$ cat config.mk
export PLATFORM = sky130hd
export DESIGN_NAME = cfgword_loader
export DESIGN_NICKNAME = d
export VERILOG_FILES = /design/src/rtl/cfgword_loader.sv
export SDC_FILE = /design/constraint.sdc
export NUM_CORES = 1
export LEC_CHECK = 0
export BUFFER_PORTS_ARGS = -buffer_cell sky130_fd_sc_hd__buf_2
export CAP_MARGIN = 30
export CORE_ASPECT_RATIO = 0.5
export CORE_MARGIN = 10
export CORE_UTILIZATION = 47
export DETAILED_ROUTE_END_ITERATION = 8
export PLACE_DENSITY = 0.73
export RECOVER_POWER = 25
export SLEW_MARGIN = 20
export SYNTH_ARGS = -nofsm -noshare
export SYNTH_HDL_FRONTEND = slang
export SYNTH_SLANG_ARGS = --single-unit
$ cat constraint.sdc
create_clock -name clk -period 2.1 [get_ports clk]
set_input_delay 0.105 -clock clk [delete_from_list [all_inputs] [get_ports clk]]
set_output_delay 0.105 -clock clk [all_outputs]
set_load 0.005 [all_outputs]
$ cat src/rtl/cfgword_loader.sv
module cfgword_loader #(
  parameter int SLICE_W = 16,
  parameter int LANES   = 4,
  parameter int SETTLE  = 4,
  parameter logic [SLICE_W*LANES-1:0] DEF_WORD  = 64'h0000_1F40_8000_0C21,
  parameter logic [SLICE_W*(LANES-1)-1:0] RED_UPPER = 48'h0000_1F40_8000
) (
  input  logic                     clk,
  input  logic                     rst_n,
  input  logic [2:0]               src_sel,
  input  logic [SLICE_W-1:0]       pin_bus,
  output logic [LANES-1:0]         lane_sel_n,
  output logic [SLICE_W*LANES-1:0] cfg_word,
  output logic                     done,
  output logic                     src_err
);
  localparam int WORD_W = SLICE_W * LANES;
  localparam int CNT_W  = $clog2(SETTLE + 1);
  localparam int IDX_W  = (LANES > 1) ? $clog2(LANES) : 1;
  localparam logic [2:0] SRC_MUX = 3'b000;
  localparam logic [2:0] SRC_RED = 3'b011;

  typedef enum logic [1:0] {ST_DECODE, ST_MUX, ST_DONE} st_t;

  st_t               st;
  logic [CNT_W-1:0]  settle;
  logic [IDX_W-1:0]  lane_idx;
  logic [WORD_W-1:0] word_q;
  logic [LANES-1:0]  lane_q;

  wire last_settle = (settle == CNT_W'(SETTLE - 1));
  wire last_lane   = (lane_idx == IDX_W'(LANES - 1));

  always_ff @(posedge clk or negedge rst_n) begin
    if (!rst_n) begin
      st       <= ST_DECODE;
      settle   <= '0;
      lane_idx <= '0;
      word_q   <= DEF_WORD;
      lane_q   <= '0;
      done     <= 1'b0;
      src_err  <= 1'b0;
    end else begin
      case (st)
        ST_DECODE: begin
          if (src_sel == SRC_MUX) begin
            st       <= ST_MUX;
            settle   <= '0;
            lane_idx <= '0;
            lane_q   <= LANES'(1);
          end else if (src_sel == SRC_RED) begin
            word_q <= {RED_UPPER, pin_bus};
            done   <= 1'b1;
            st     <= ST_DONE;
          end else begin
            src_err <= 1'b1;
            done    <= 1'b1;
            st      <= ST_DONE;
          end
        end
        ST_MUX: begin
          if (last_settle) begin
            word_q[int'(lane_idx)*SLICE_W +: SLICE_W] <= pin_bus;
            settle <= '0;
            if (last_lane) begin
              lane_q <= '0;
              done   <= 1'b1;
              st     <= ST_DONE;
            end else begin
              lane_idx <= lane_idx + 1'b1;
              lane_q   <= lane_q << 1;
            end
          end else begin
            settle <= settle + 1'b1;
          end
        end
        default: ;
      endcase
    end
  end

  assign lane_sel_n = ~lane_q;
  assign cfg_word   = word_q;

  a_r3_lane_onehot: assert property (@(posedge clk) disable iff (!rst_n)
    $onehot0(~lane_sel_n));

  a_r3_lanes_idle_when_done: assert property (@(posedge clk) disable iff (!rst_n)
    done |-> (lane_sel_n == {LANES{1'b1}}));

  a_r5_done_sticky: assert property (@(posedge clk) disable iff (!rst_n)
    done |=> done);

  a_r6_word_hold: assert property (@(posedge clk) disable iff (!rst_n)
    done |=> $stable(cfg_word));

  a_r8_err_with_done: assert property (@(posedge clk) disable iff (!rst_n)
    src_err |-> done);

  a_r8_err_sticky: assert property (@(posedge clk) disable iff (!rst_n)
    src_err |=> src_err);

  genvar k;
  generate
    for (k = 1; k < LANES; k++) begin : g_order
      a_r4_lane_order: assert property (@(posedge clk) disable iff (!rst_n)
        $fell(lane_sel_n[k]) |-> $past(!lane_sel_n[k-1]));
    end
  endgenerate
endmodule

==> results by group <==
Place
  • Cell Area, Placed: between 4000 and 5000 um2
  • Placed cells: 571
  • Post-DP HPWL: 6990 um
  • Routability Congestion: 0.805
  • Dpl ws: -0.0255 ns
  • IO buf count: 90

Final layout
  • Fill cells: 702
  • Share of cells above drive strength 1: 0.301
  • Layout area overhead: 26.7%
  • Final instance area: 4810 um2
  • # diodes: 0
  • Post-route insts no fill: 591
  • Final net count: 502

Drt
  • Routed WL: 9480 um
  • DRT antenna net count: 0
  • Routed len/inst: 16.0 um
  • Pre-antenna DRT Iters: 4
  • Vias: 2804
  • Routed vias/inst: 4.74
  • DRT iter0 DRCs: 115
  • DR DRC count: 0

Yosys
  • Main synth FF type: dfrtp_1
  • Top cell type's share of synthesized area: 0.435
  • Number of flops mapped to enable cells by yosys: 0
  • Synthesized instance count: around 360
  • Cell Area, Synth: ~3800 um2
  • Async set-reset flop share out of synthesis: 1.00
  • Netlist cell types: 39
  • YS warnings: 0
  • Yosys reg bits: 77
  • Syn nets: approximately 400
  • Avg Cell Area, Syn: between 10 and 15 um2
  • Leading area contributor after synthesis: dfrtp_1
  • Area contributors post-synth: dfrtp_1 44%, mux2i_1 17%, dfstp_2 7.6%
  • Post-synthesis sequential area ratio: 0.511

Die
  • Row count: 23
  • Die area: ~12000 um2
  • I/O pins: 91
  • Starting Density: 0.478
  • Die H: 83.6 um
  • Core area: 7940 um2
  • Die width: 147 um

Global routing
  • Vias in the first global route: 3061
  • Largest net degree at the start of global routing: 39
  • First-pass GRT wire length: 16100 um
  • Final global-route overflow total: 0
  • Initial antenna violation count: 0
  • Gr usage total: 0.162

STA
  • Worst clock skew: between 0.006 and 0.007 ns
  • Fmax: 518 MHz
  • Slew Viols, Final: 0
  • Worst setup margin: between 0.15 and 0.2 ns
  • Endpoints failing hold: 0
  • Fin Hold WS: about 0.015 ns
  • RSZ-0062 raised after global routing: false
  • Final setup vio count: 0
  • Min Tclk post-route: 1.93 ns
  • Max_slew headroom: 0.357
  • Setup TNS: 0 ns
  • Final Cycle Share: 0.920
  • Worst Max-Slew Pin Slew: 0.964 ns

Clock tree
  • Root Buffer: clkbuf_16
  • Total CTS buffers: 9
  • Clk slew on worst S/H paths: about 0.06 ns
  • H-Tree Depth: 3
  • CTS tree: built
  • Worst skew pair latency: 0.34 ns
  • Clock sinks: 77
  • Clk buf depth: 2

Min path
  • Tightest Hold Check Type: primary input to register
  • Hold path cells: 3

Job
  • Maxcap violations: 0

Worst setup path
  • CP Data Required Time: between 2 and 2.5 ns
  • CP arrival: between 2 and 2.5 ns
  • Crit end category: register
  • Kind of critical path: register to register
  • Type of element launching the critical path: register
  • Worst Reg-to-Reg Cells: 7
  • CP Max Fanout: 7

Power and ir drop
  • Power per Cell Area: 1200 nW/um2
  • VDD IR max: 0.000574 V
  • Static leakage: 2.26 nW

Run status
  • Run status: finished, final reports clean
[cell families (layout without fill, tap and decap cells)]
group / Yosys count / in the layout / synth area share
simple gates: 99 / 99 / 0.136
buf+inv: 84 / 202 / 0.102
flops: 77 / 77 / 0.511
mux: 68 / 68 / 0.180
xor+xnor: 1 / 1 / 0.00231
fa+ha+maj: 7 / 7 / 0.0231
compound gates: 25 / 25 / 0.0455
[layout make-up]
type,count,area (um2),share of cell area
flip-flops and latches,77,1940,0.403
repair buffers,115,689,0.143
well taps,112,140,0.0291
multi-input cells,200,1470,0.306
inverters,71,267,0.0554
clock buffers,11,243,0.0505
clock inverters,5,60.1,0.0125
[placed cells by master, fill, tap and decap left out, types with 6 or more instances in the layout]
cell type,netlist,final
buf_4,1,17
nand2_1,66,66
clkbuf_16,0,9
mux2i_1,66,66
clkbuf_1,2,12
nand2b_1,8,8
ha_1,7,7
inv_1,71,71
a21oi_1,9,9
dfrtp_1,66,66
dfstp_2,11,11
buf_2,5,79
nor2_1,6,6
[final timing paths]
path,end,slack [ns],startpoint
setup / recovery,cfg_word[34]$_DFFE_PN0P_,0.17,lane_idx[0]$_DFFE_PN0P_
hold / removal,cfg_word[5]$_DFFE_PN1P_,0.02,pin_bus[5]
setup reg to reg,cfg_word[34]$_DFFE_PN0P_,0.17,lane_idx[0]$_DFFE_PN0P_
hold reg to reg,cfg_word[43]$_DFFE_PN1P_,0.46,cfg_word[43]$_DFFE_PN1P_
max in group asynchronous,cfg_word[5]$_DFFE_PN1P_,0.76,rst_n
min in group asynchronous,cfg_word[58]$_DFFE_PN0P_,0.45,rst_n
[worst max-delay path, stage by stage, from the launching register on]
cell	delay [ns]
dfrtp_1	0.36
inv_1	0.11
ha_1	0.43
and4bb_2	0.40
and2_1	0.18
buf_4	0.15
nand2_1	0.06
mux2i_1	0.16
[layer usage]
metal  up-vias  global-route usage  part of all wire
met4         0              0.0653             0.020
met5         -                   0                 0
met1      1360               0.194              0.45
li1       1364                   -                 -
met3        18              0.0427             0.042
met2        62               0.273              0.49
[where the power goes]
part	switching, mW	total [mW]	internal (mW)
clock network	0.622	1.58	0.955
registers	0.323	2.45	2.13
logic	0.940	1.76	0.819
total	1.88	5.79	3.90
[per-stage QoR]
step | power (mW) | utilization
2_1_floorplan | 3.31 | -
3_3_place_gp | 4.22 | 0.564
3_5_place_dp | 4.30 | 0.564
4_1_cts | 5.91 | 0.608
5_1_grt | 6.22 | 0.606
6_report | 5.79 | 0.606
[repair_timing]
action / CTS / global route
endpoints found under the hold margin: 30 / 0
hold buffers: 2 / 0
setup endpoints to repair: 1 / 0
buffers inserted: 2 / 0
gates resized for setup: 0 / 0
[sequential cells by signal, summed over array words and instances, names as in the netlist]
name / count
cfg_word: 64
done: 1
lane_idx: 2
lane_q: 4
settle: 3
src_err: 1
st: 2
[cell usage after synthesis (all sizes together), types with 2 or more instances]
| library cell | number |
|---|---|
| a21oi | 13 |
| dfrtp | 66 |
| dfstp | 11 |
| nor2b | 3 |
| mux2 | 2 |
| buf | 11 |
| o21ai | 5 |
| nand2 | 66 |
| a31oi | 2 |
| nor4 | 2 |
| clkbuf | 2 |
| nor3 | 5 |
| nand2b | 8 |
| or2 | 2 |
| ha | 7 |
| inv | 71 |
| mux2i | 66 |
| nor2 | 6 |
Power figures use the tool's default switching activity.
